File: src/rtl/shadd_pkg.sv
package shadd_pkg;

  typedef enum logic [1:0] {
    SHK_LSL  = 2'd0,
    SHK_LSR  = 2'd1,
    SHK_ASR  = 2'd2,
    SHK_NONE = 2'd3
  } shift_kind_e;

  typedef enum logic [1:0] {
    AOP_ADD     = 2'd0,
    AOP_SUB     = 2'd1,
    AOP_RSB     = 2'd2,
    AOP_ADD_ALT = 2'd3
  } arith_op_e;

endpackage

File: src/rtl/shadd_shifter.sv
module shadd_shifter
  import shadd_pkg::*;
#(
  parameter int DATA_W  = 32,
  parameter int SHAMT_W = 5
) (
  input  logic [DATA_W-1:0]  din,
  input  logic [SHAMT_W-1:0] amt,
  input  shift_kind_e        kind,
  output logic [DATA_W-1:0]  dout
);

  // Code 3 forces a zero distance
  logic [SHAMT_W-1:0] eff_amt;
  assign eff_amt = (kind == SHK_NONE) ? '0 : amt;

  logic [DATA_W-1:0] stage [SHAMT_W+1];
  assign stage[0] = din;

  // One mux stage per bit of the shift distance
  for (genvar k = 0; k < SHAMT_W; k++) begin : g_stage
    localparam int STEP = 1 << k;
    logic [DATA_W-1:0] moved;

    always_comb begin
      unique case (kind)
        SHK_LSR: moved = stage[k] >> STEP;
        SHK_ASR: moved = $signed(stage[k]) >>> STEP;
        default: moved = stage[k] << STEP;
      endcase
    end

    assign stage[k+1] = eff_amt[k] ? moved : stage[k];
  end

  assign dout = stage[SHAMT_W];

endmodule

File: src/rtl/shadd_arith.sv
module shadd_arith
  import shadd_pkg::*;
#(
  parameter int DATA_W = 32
) (
  input  logic [DATA_W-1:0] opa,
  input  logic [DATA_W-1:0] opb_sh,
  input  arith_op_e         op,
  output logic [DATA_W-1:0] sum,
  output logic              cout
);

  logic [DATA_W-1:0] lhs;
  logic [DATA_W-1:0] rhs;
  logic              cin;

  // Swap and invert the inputs so that one adder serves all three ops
  always_comb begin
    unique case (op)
      AOP_SUB: begin
        lhs = opa;
        rhs = ~opb_sh;
        cin = 1'b1;
      end
      AOP_RSB: begin
        lhs = opb_sh;
        rhs = ~opa;
        cin = 1'b1;
      end
      default: begin
        lhs = opa;
        rhs = opb_sh;
        cin = 1'b0;
      end
    endcase
  end

  always_comb begin
    {cout, sum} = {1'b0, lhs} + {1'b0, rhs} + {{DATA_W{1'b0}}, cin};
  end

endmodule

File: src/rtl/shadd_unit.sv
module shadd_unit
  import shadd_pkg::*;
#(
  parameter  int DATA_W  = 32,
  localparam int SHAMT_W = $clog2(DATA_W)
) (
  input  logic               clk,
  input  logic               rst_n,
  input  logic [DATA_W-1:0]  opa_i,
  input  logic [DATA_W-1:0]  opb_i,
  input  logic [SHAMT_W-1:0] shamt_i,
  input  logic [1:0]         shkind_i,
  input  logic [1:0]         op_i,
  output logic [DATA_W-1:0]  result_o,
  output logic               carry_o,
  output logic               zero_o
);

  logic [DATA_W-1:0] opb_sh;
  logic [DATA_W-1:0] sum;
  logic              cout;

  shadd_shifter #(
    .DATA_W (DATA_W),
    .SHAMT_W(SHAMT_W)
  ) u_shifter (
    .din (opb_i),
    .amt (shamt_i),
    .kind(shift_kind_e'(shkind_i)),
    .dout(opb_sh)
  );

  shadd_arith #(
    .DATA_W(DATA_W)
  ) u_arith (
    .opa   (opa_i),
    .opb_sh(opb_sh),
    .op    (arith_op_e'(op_i)),
    .sum   (sum),
    .cout  (cout)
  );

  // Next-state
  logic [DATA_W-1:0] result_d;
  logic              carry_d;
  logic              zero_d;

  always_comb begin
    result_d = sum;
    carry_d  = cout;
    zero_d   = (sum == '0);
  end

  // Registers
  logic [DATA_W-1:0] result_q;
  logic              carry_q;
  logic              zero_q;

  always_ff @(posedge clk or negedge rst_n) begin
    if (!rst_n) begin
      result_q <= '0;
      carry_q  <= 1'b0;
      zero_q   <= 1'b0;
    end else begin
      result_q <= result_d;
      carry_q  <= carry_d;
      zero_q   <= zero_d;
    end
  end

  assign result_o = result_q;
  assign carry_o  = carry_q;
  assign zero_o   = zero_q;

endmodule

File: config.mk
export PLATFORM = sky130hd
export DESIGN_NAME = shadd_unit
export DESIGN_NICKNAME = d
export VERILOG_FILES = /design/src/rtl/shadd_pkg.sv /design/src/rtl/shadd_shifter.sv /design/src/rtl/shadd_arith.sv /design/src/rtl/shadd_unit.sv
export SDC_FILE = /design/constraint.sdc
export NUM_CORES = 1
export LEC_CHECK = 0
export CORE_MARGIN = 2
export CORE_UTILIZATION = 35
export DETAILED_ROUTE_END_ITERATION = 7
export PLACE_DENSITY_LB_ADDON = 0.1
export SLEW_MARGIN = 5
export SYNTH_ARGS = -nofsm -noshare
export SYNTH_HDL_FRONTEND = slang
export SYNTH_SLANG_ARGS = --single-unit
File: constraint.sdc
create_clock -name clk -period 0.8 [get_ports clk]
set_input_delay 0.16 -clock clk [delete_from_list [all_inputs] [get_ports clk]]
set_output_delay 0.16 -clock clk [all_outputs]
set_load 0.01 [all_outputs]
# Yosys cells after proc, flatten, opt, wreduce, memory -nomap -nowiden
# Cells that the tools add are included.
dict set report classes {
  add_sub_neg 2
  eq_ne 5
  n_mux 14
  bitwise 2
  n_reduce_logical 2
}
# cell n
set ops {}
lappend ops {{$pmux W32 S2} 6}
lappend ops {{$mux W32} 6}
lappend ops {{$not A32 Y32} 2}
lappend ops {{$add A32 B32 Y33} 1}
lappend ops {{$add A33 B1 Y33} 1}
lappend ops {{$logic_not A32 Y1} 1}
lappend ops {{$eq A2 B2 Y1 const B} 3}
lappend ops {{$mux W5} 1}
lappend ops {{$eq A2 B1 Y1 const B} 2}
lappend ops {{$reduce_or A2 Y1} 1}
lappend ops {{$mux W1} 1}
dict set report totals {
  regBits 34
  in_bits 75
}

# Logic depth before layout (Yosys ltp)
# Gate-level depths: netlist (run 1).
dict set report depth {
  depth_word 16
  depth_mapped 27
}

# Hierarchy
# From an unflattened synthesis (run 1), not the netlist that was laid out.
dict set report hier_totals {
  cells_unflattened 1157
  hier_area_um2 7612.3
}
# mod instances cells_each area_per_inst_um2
set modules_own_cells {}
lappend modules_own_cells {shadd_shifter 1 650 3857.4}
lappend modules_own_cells {shadd_arith 1 462 2831.5}
lappend modules_own_cells {shadd_unit 1 45 923.4}

# Worst setup path before layout (run 1)
# Ideal clock, no wire load.
dict set report synth_path {
  kind {input to register}
  from {input shkind_i[0]}
  to {register zero_q (netlist: zero_o)}
  arrival_ns 6.258
  required_time_ns 0.704
  setup_slack_ns -5.554
  path_stages 27
  path_buffers 2
  path_cell_list {inv_1 ha_1 o21ba_2 clkbuf_1 clkbuf_1 a221oi_1 o211ai_1 nand2_1 mux2_2 o22ai_1 a221oi_1 o211a_1 a221oi_1 a21oi_1 fa_1 inv_1 fa_1 nor2b_4 o21a_1 nor2_1 xnor2_1 or4_1 or4_1 or4_1 or4_1 or4_1 nor4_2}
}
dict set report synth_via {
  elab_chain_cells 16
  elab_cells_between_ends 20
  classes_between {2 x add/sub; 3 x eq/ne; 13 x mux; 1 x bitwise; 1 x reduce/logical}
}
# element line
set synth_lines {}
lappend synth_lines {{start, declared} shadd_unit.sv:12} ;# input logic [1:0] shkind_i,
lappend synth_lines {{$eq A2 B2 Y1, or another cell as far along} shadd_shifter.sv:26} ;# unique case (kind)
lappend synth_lines {{$pmux W32 S2 or $mux W5 (tied branches)} {shadd_shifter.sv:26, shadd_shifter.sv:15}}
lappend synth_lines {{$mux W32} shadd_shifter.sv:33} ;# assign stage[k+1] = eff_amt[k] ? moved : stage[k];
lappend synth_lines {{$pmux W32 S2} shadd_shifter.sv:26}
lappend synth_lines {{$mux W32} shadd_shifter.sv:33}
lappend synth_lines {{$pmux W32 S2} shadd_shifter.sv:26}
lappend synth_lines {{$mux W32} shadd_shifter.sv:33}
lappend synth_lines {{$pmux W32 S2} shadd_shifter.sv:26}
lappend synth_lines {{[... 2 more ...]} n/a}
lappend synth_lines {{$mux W32 *} shadd_shifter.sv:33}
lappend synth_lines {{$not A32 Y32} shadd_arith.sv:22} ;# rhs = ~opb_sh;
lappend synth_lines {{$pmux W32 S2} shadd_arith.sv:19} ;# unique case (op)
lappend synth_lines {{$add A32 B32 Y33 *} shadd_arith.sv:39} ;# {cout, sum} = {1'b0, lhs} + {1'b0, rhs} + {{DATA_W{1'b0}}, cin};
lappend synth_lines {{$add A33 B1 Y33 *} shadd_arith.sv:39}
lappend synth_lines {{via result_d[4]} shadd_unit.sv:44} ;# logic [DATA_W-1:0] result_d;
lappend synth_lines {{$logic_not A32 Y1 *} shadd_unit.sv:51} ;# zero_d = (sum == '0);
lappend synth_lines {{via zero_d} shadd_unit.sv:46} ;# logic zero_d;
lappend synth_lines {{end signal, assigned} shadd_unit.sv:67} ;# zero_q <= zero_d;
lappend synth_lines {{end, declared} shadd_unit.sv:57} ;# logic zero_q;
# The timed path passes the listed nets; every way through them passes the cells marked *.

# Worst setup path after layout (run 1)
# Same ends and word-level chain as after synthesis.

==> results list, run 1 <==
- The run finished, with violations left.
* Violations in the final reports: negative setup slack
- Along the worst path, the maximum fanout reaches 6.
* Share of the synthesized area in compound gates (AO/OA/AOI/OAI): 0.4224
* Number of enable flip-flop cells after synthesis: 0
- Of the total power, the share spent switching nets is 0.4300.
- Relative to the synthesized area, the layout overhead comes to 96.72%.
- Io pins: 109
- TritonCTS Buffers: 5
- Total global routing track utilization: 0.3367
- The cell count after synthesis came out at 1031.
* Standard-cell rows: 51
- Worst slew pin tran: 0.5165 ns
- Fraction of the mapped netlist area in adder cells: 0.07329
- Once detail routing completed, the nets flagged for antenna violations numbered 0.
- Across all layers, the routed design uses 10.71k vias.
- Static Leakage: 0.005945 uW
- Async set-reset flop share out of synthesis: 1.000
- The synthesized netlist contains 65 unique library cells.
- The number of failing hold endpoints at the final stage is 0.
* Die Span Y: 144.0 um
- Measured against the total synthesized area, the mux share comes to 0.05269.
* Part of the cycle the worst path needs: 7.642
* Cell-internal power: 13650 uW
- RSZ-0062 raised after global routing: true
- For this run, the register share of the synthesized area comes to 0.1240.
- During placement, the flow inserted port buffers numbering 108.
* Combinational group share of total power: 0.798
* Endpoint kind of the worst setup timing path: flip-flop
- In this run the power density over the cells is 1774 nW/um2.
- Average cell area after synthesis: 6.656 um2
- Post-route DRC: 0
- After detailed routing, the average wire length per cell comes to 20.13 um.
* Maximum vdd ir drop: 1.304 mV
- First-pass GRT wire length: 54.19 mm
* Global-route congestion overflow total: 0
- In the final design database the tool counted 1663 nets.
* CTS tree: done
- Vias in the first global route: 10.01k
- Of the total synthesized cell area, the portion taken by XOR and XNOR cells is 0.03446.
* Hold slack: 0.3571 ns
- Pin count of the biggest net entering global routing: 35
* Initial detailed-routing violation count: 1011
- Length of the first detailed-routing pass in iterations: 5
- In this run the horizontal extent of the chip is 144.0 um.
* Clock period minus final worst setup slack: 6.114 ns
- Wires add up to 36.54 mm.
- Sw power: 10300 uW
- Final Slew Violations: 0
- Clock tree synthesis selected as its root buffer the cell sky130_fd_sc_hd__clkbuf_16.
* Top flip-flop cell by instance count after synthesis: sky130_fd_sc_hd__dfrtp_1
- The setup path with the least slack is of type in2reg.
* Clk sink count: 34
- Derived from the worst setup path, the maximum achievable clock frequency is 0.1636 GHz.
- Maximum buffer depth of the clock tree: 2
* Max-capacitance violation count: 0
* Max H-tree Level: 2
- Clock-pin slew was measured on the worst setup and hold paths at 0.06 ns.
- Worst slack at placement: -6.474 ns
- Crit start category: input port
* Clock power frac: 0.087
* Count of warnings emitted by yosys: 0
- Of the cells placed in the final design, the portion with a size suffix greater than 1 is 0.5019.
- Routability-driven placement finished with a final weighted congestion of 1.024.
- Share of total power in sequential cells: 0.115
- Across all setup checks in the final design, the least slack found is -5.314 ns.
- Synthesized area: 6863 um2
* Area share of and/or/nand/nor cells after synthesis: 0.2275
- Dominant combinational cell family by area after synthesis: compound AO/OA/AOI/OAI gates
* Critical path data required time: 1.00 ns
- The number of antenna diodes in the final layout is 0.
* Antenna violations before repair: 0
- Summing all placed instances gives a cell area of 11500 um2.
* Max-Slew Margin vs Limit: 0.6544
- Hold Path Class: in2async
- The initial utilization of the core area, before any placement, comes to 0.3549.
* Post-detailed-placement half-perimeter wirelength: 27.07 mm
* Final instance area: 13500 um2
- Setup violations remaining at the end of the flow were counted as 68.
- The number of nets handed over by synthesis was 1145.
* Number of storage elements in the synthesis netlist: 34
- Floorplan die area: 20740 um2
* Core ar.: 19330 um2
- Data arrives at the worst endpoint at 6.31 ns.
* Post-detailed-route via-to-cell ratio: 5.901
## sequential cells by signal, summed over array words and instances, names as in the netlist
name and flops:
result_o 32, carry_o 1, zero_o 1
## logic make-up (layout without fill, tap and decap cells)
kind of cell,Yosys count,after routing
mux,34,34
simple gates,342,342
fa+ha+maj,39,39
flops,34,34
xor+xnor,27,27
compound gates,435,436
buf+inv,120,638
## final cells by class
cell class | instances | area [um2]
multi-input combinational | 878 | 7094
fill | 1609 | 5834
timing repair buffer | 587 | 4898
sequential | 34 | 850.8
tap | 265 | 331.6
inverter | 43 | 173.9
clock buffer | 6 | 138.9
clock inverter | 2 | 12.51
## power groups by stage
stage / Clock, uW / Combinational (uW) / Sequential, uW
3_5_place_dp: 0 / 15800 / 2790
5_1_grt: 2150 / 20400 / 2860
4_1_cts: 2110 / 17000 / 2730
6_report: 2070 / 19100 / 2760
3_3_place_gp: 0 / 15700 / 2770
2_1_floorplan: 0 / 6500 / 3230
## critical path: stages
cell and delay [ns]:
sky130_fd_sc_hd__buf_12 0.10, sky130_fd_sc_hd__inv_12 0.03, sky130_fd_sc_hd__ha_4 0.26, sky130_fd_sc_hd__buf_8 0.14, sky130_fd_sc_hd__buf_12 0.13, sky130_fd_sc_hd__buf_12 0.13
sky130_fd_sc_hd__a221oi_4 0.29, sky130_fd_sc_hd__nor3_2 0.09, sky130_fd_sc_hd__buf_4 0.14, sky130_fd_sc_hd__a21o_1 0.17, sky130_fd_sc_hd__a21oi_1 0.27, sky130_fd_sc_hd__o21ai_1 0.17
sky130_fd_sc_hd__nand3_1 0.13, sky130_fd_sc_hd__o211a_1 0.23, sky130_fd_sc_hd__a221oi_2 0.08, sky130_fd_sc_hd__a21oi_2 0.13, sky130_fd_sc_hd__fa_2 0.24, sky130_fd_sc_hd__inv_2 0.05
sky130_fd_sc_hd__fa_2 0.56, sky130_fd_sc_hd__inv_2 0.04, sky130_fd_sc_hd__or3_1 0.38, sky130_fd_sc_hd__or4_4 0.42, sky130_fd_sc_hd__or4_4 0.43, sky130_fd_sc_hd__or4_4 0.44
sky130_fd_sc_hd__or4_4 0.44, sky130_fd_sc_hd__or4_4 0.43, sky130_fd_sc_hd__nor4_2 0.21
## stage by stage
stage | util | cells | total power, uW | TNS, ns
final | 0.6982 | 1815 | 23950 | -134.11
after global routing | 0.6982 | 1815 | 25370 | -140.70
after CTS | 0.6520 | 1793 | 21860 | -133.47
after detailed placement | 0.5950 | 1750 | 18580 | -167.73
after global placement | 0.5950 | 1750 | 18480 | -166.60
after floorplan | - | 1031 | 9738 | -108.17
## what timing repair did
action                                  CTS  global route
setup buffers                            39            43
hold buffers                              1             0
gates cloned                              4             0
endpoints found under the hold margin    34             0
resized for setup                       310           158
pin swaps                                50            72
endpoints found under the setup margin   68            68
## cells in the mapped netlist, drive strengths merged (15+ instances only)
library cell,count,share of area
nand2,94,0.051
inv,42,0.023
o211ai,22,0.024
a21o,16,0.018
ha,37,0.067
o21ai,77,0.057
o22ai,36,0.033
dfrtp,34,0.12
clkbuf,70,0.038
a221oi,49,0.063
a211oi,15,0.016
mux2,17,0.028
nand3,23,0.017
nor3,52,0.038
nor2,116,0.063
mux2i,17,0.025
xnor2,16,0.020
a21oi,106,0.077
## per-layer routing
metal	wire length, um	track usage	up-vias
met5	0	0	-
met4	625	0.04696	0
met3	4073	0.09404	73
met2	16470	0.5348	549
met1	15380	0.4658	5137
li1	-	-	4952
## how the worst max path moves through the flow
stage	start	end	slack (ns)	depth (start not counted)
after global routing	shkind_i[0]	zero_o	-5.51	27
final	shkind_i[0]	zero_o	-5.31	27
after global placement	shkind_i[0]	zero_o	-6.38	24
after floorplan	shkind_i[0]	zero_o	-5.03	24
after CTS	shkind_i[0]	zero_o	-5.36	27
after detailed placement	shkind_i[0]	zero_o	-6.47	26
## cells in the final DEF, fill, tap and decap left out, types with 14 or more instances in the layout
cell	instances
sky130_fd_sc_hd__dfrtp_1	34
sky130_fd_sc_hd__nand2_1	85
sky130_fd_sc_hd__a21o_1	16
sky130_fd_sc_hd__a21oi_2	18
sky130_fd_sc_hd__o21ai_2	19
sky130_fd_sc_hd__o21a_1	14
sky130_fd_sc_hd__nor3_2	14
sky130_fd_sc_hd__ha_1	29
sky130_fd_sc_hd__clkdlybuf4s50_1	70
sky130_fd_sc_hd__a21oi_1	81
sky130_fd_sc_hd__nor3_1	36
sky130_fd_sc_hd__buf_4	429
sky130_fd_sc_hd__o21ai_0	37
sky130_fd_sc_hd__o211ai_1	22
sky130_fd_sc_hd__nor2_1	102
sky130_fd_sc_hd__a221oi_1	17
sky130_fd_sc_hd__inv_1	37
sky130_fd_sc_hd__buf_6	38
sky130_fd_sc_hd__mux2_2	14
sky130_fd_sc_hd__o22ai_1	30
sky130_fd_sc_hd__mux2i_1	17
sky130_fd_sc_hd__a221oi_2	20
sky130_fd_sc_hd__buf_2	29
sky130_fd_sc_hd__nand3_1	21
sky130_fd_sc_hd__buf_12	14
sky130_fd_sc_hd__o21ai_1	16
No activity file was read; power rests on OpenSTA's default activity.
==> run 2, diff against run 1 <==
--- a/config.mk
+++ b/config.mk
@@ -9,6 +9,7 @@
 export CORE_UTILIZATION = 35
 export DETAILED_ROUTE_END_ITERATION = 7
 export PLACE_DENSITY_LB_ADDON = 0.1
+export RECOVER_POWER = 25
 export SLEW_MARGIN = 5
 export SYNTH_ARGS = -nofsm -noshare
 export SYNTH_HDL_FRONTEND = slang
==> results list, run 2 (synthesized netlist as in run 1, its figures left out) <==
* Total global routing track utilization: 0.3367
* Hold slack: 0.3852 ns
- Max-capacitance violation count: 0
- The setup path with the least slack is of type in2reg.
* Critical path data required time: 1.00 ns
- After detailed routing, the average wire length per cell comes to 20.14 um.
* Clock period minus final worst setup slack: 6.115 ns
- The routed design uses 4.137 mm of met3 wire.
- Post-detailed-placement half-perimeter wirelength: 27.07 mm
- CTS root buffer: sky130_fd_sc_hd__clkbuf_16
- Global-route congestion overflow total: 0
- TritonCTS built the clock tree.
- In the layout the commonest cells are sky130_fd_sc_hd__buf_4 (429), sky130_fd_sc_hd__nor2_1 (102), sky130_fd_sc_hd__nand2_1 (85).
* Residual antenna-violating net count after detailed routing: 0
- For this block, the routed nets add up to 36.55 mm of wire.
* Violations in the final reports: negative setup slack
* Maximum buffer depth of the clock tree: 2
- Clock-pin slew was measured on the worst setup and hold paths at 0.06 ns.
- The die covers 20740 um2.
* Crit path DAT: 6.31 ns
- The worst setup path is launched from an input port.
- The floorplan step set the die width to 144.0 um.
* Pin count of the biggest net entering global routing: 35
- The worst setup path is captured at a flip-flop.
- Diode insertion count for antenna repair: 0
- Based on the critical path, the design can be clocked at up to 0.1635 GHz.
- Standard-cell rows: 51
* Layout net count: 1663
- The count of buffers added on input and output ports is 108.
- The path class of the tightest hold or removal check is in2async.
- Crit Path Max Fanout: 6
- Setup violations remaining at the end of the flow were counted as 68.
- Antenna violations before repair: 0
- In the final timing run, aggregate negative setup slack is -134.12 ns.
* Top Metal Used: met4
- In the final layout, the share of cells above drive strength 1 is 0.5019.
- For this design, the sink count on the clock tree is 34.
- Static Leakage: 0.005941 uW
- Initial detailed-routing violation count: 1011
- Max H-tree Level: 2
* Flip-flop count of the largest register after layout: 32
- Maximum vdd ir drop: 1.304 mV
- Synthesis-to-layout area growth: 96.59%
- Die Span Y: 144.0 um
- In the detailed route, the total length drawn on met2 is 16.48 mm.
- After floorplanning, the core was sized to cover 19330 um2.
- The first global-routing pass estimated 54.19 mm of wire.
- The library cell used most frequently in the layout, excluding fill and tap cells, is sky130_fd_sc_hd__buf_4.
* Max-Slew Margin vs Limit: 0.6520
- Once routing completed, OpenROAD measured the worst setup slack at -5.315 ns.
* Post-detailed-route via-to-cell ratio: 5.898
- The via count of the first global-routing pass was 10.01k.
- Length of the first detailed-routing pass in iterations: 5
- RSZ-0062 raised after global routing: true
* PD cells: 1774 nW/um2
- Post-route met1 wirelength: 15.31 mm
* Initial standard-cell utilization of the core: 0.3549
- FILL cells: 1612
* Io pins: 109
* Result of the run: finished, violations left
- Via count: 10.71k
* RePlAce Congestion: 1.024
- Total power for the finished layout comes to 23940 uW.
* TritonCTS Buffers: 5
- At the pin with the least slew margin, the transition time is 0.5201 ns.
* Post-route DRC: 0
- Final Slew Violations: 0
- Of the available clock period, the critical path in the final layout requires 7.643.
* Number of hold violations in the final report: 0
-- run 2: cell count changes in the layout (fill, tap and decap cells not counted) --
| cell | before | now |
|---|---|---|
| sky130_fd_sc_hd__buf_6 | 38 | 39 |
| sky130_fd_sc_hd__buf_12 | 14 | 13 |
-- run 2: power breakdown --
group	internal [uW]	switching (uW)
clock network	1240	838
logic	9870	9240
registers	2540	218
total	13600	10300
-- run 2: layout make-up --
cell class	instances	area (um2)	share of cell area
clock buffer	6	138.9	0.01029
inverter	43	173.9	0.01289
sequential	34	850.8	0.06306
clock inverter	2	12.51	0.0009274
multi-input combinational	878	7094	0.5258
timing repair buffer	587	4890	0.3624
tap	265	331.6	0.02458
-- run 2: timing repair --
item	CTS	global route
gates cloned	4	0
resized for setup	310	158
hold buffers	1	0
setup endpoints to repair	68	68
setup buffers	39	43
endpoints found under the hold margin	34	0
pin swaps	50	72
-- run 2: worst max-delay path, stage by stage --
cell                       delay [ns]
sky130_fd_sc_hd__buf_12          0.10
sky130_fd_sc_hd__inv_12          0.03
sky130_fd_sc_hd__ha_4            0.26
sky130_fd_sc_hd__buf_8           0.14
sky130_fd_sc_hd__buf_12          0.13
sky130_fd_sc_hd__buf_12          0.13
sky130_fd_sc_hd__a221oi_4        0.29
sky130_fd_sc_hd__nor3_2          0.09
sky130_fd_sc_hd__buf_4           0.14
sky130_fd_sc_hd__a21o_1          0.17
sky130_fd_sc_hd__a21oi_1         0.27
sky130_fd_sc_hd__o21ai_1         0.17
sky130_fd_sc_hd__nand3_1         0.13
sky130_fd_sc_hd__o211a_1         0.23
sky130_fd_sc_hd__a221oi_2        0.08
sky130_fd_sc_hd__a21oi_2         0.13
sky130_fd_sc_hd__fa_2            0.24
sky130_fd_sc_hd__inv_2           0.05
sky130_fd_sc_hd__fa_2            0.56
sky130_fd_sc_hd__inv_2           0.04
sky130_fd_sc_hd__or3_1           0.38
sky130_fd_sc_hd__or4_4           0.42
sky130_fd_sc_hd__or4_4           0.43
sky130_fd_sc_hd__or4_4           0.44
sky130_fd_sc_hd__or4_4           0.44
sky130_fd_sc_hd__or4_4           0.43
sky130_fd_sc_hd__nor4_2          0.21
-- run 2: stage by stage --
stage	cells	setup slack [ns]	cell area, um2	util
detailed placement	1750	-6.474	11500	0.5950
floorplan	1031	-5.030	7157	-
global placement	1750	-6.382	11500	0.5950
finish	1815	-5.315	13490	0.6978
CTS	1793	-5.358	12610	0.6520
global route	1815	-5.505	13490	0.6978
-- run 2: routing by layer --
metal / track usage / vias to the layer above
met5: 0 / -
met4: 0.04696 / 0
met3: 0.09404 / 73
met2: 0.5348 / 555
met1: 0.4658 / 5124
li1: - / 4953
-- run 2: worst max-delay path by stage --
stage / from / to / slack [ns]
2_1_floorplan: shkind_i[0] / zero_o / -5.03
3_3_place_gp: shkind_i[0] / zero_o / -6.38
3_5_place_dp: shkind_i[0] / zero_o / -6.47
4_1_cts: shkind_i[0] / zero_o / -5.36
5_1_grt: shkind_i[0] / zero_o / -5.51
6_report: shkind_i[0] / zero_o / -5.31
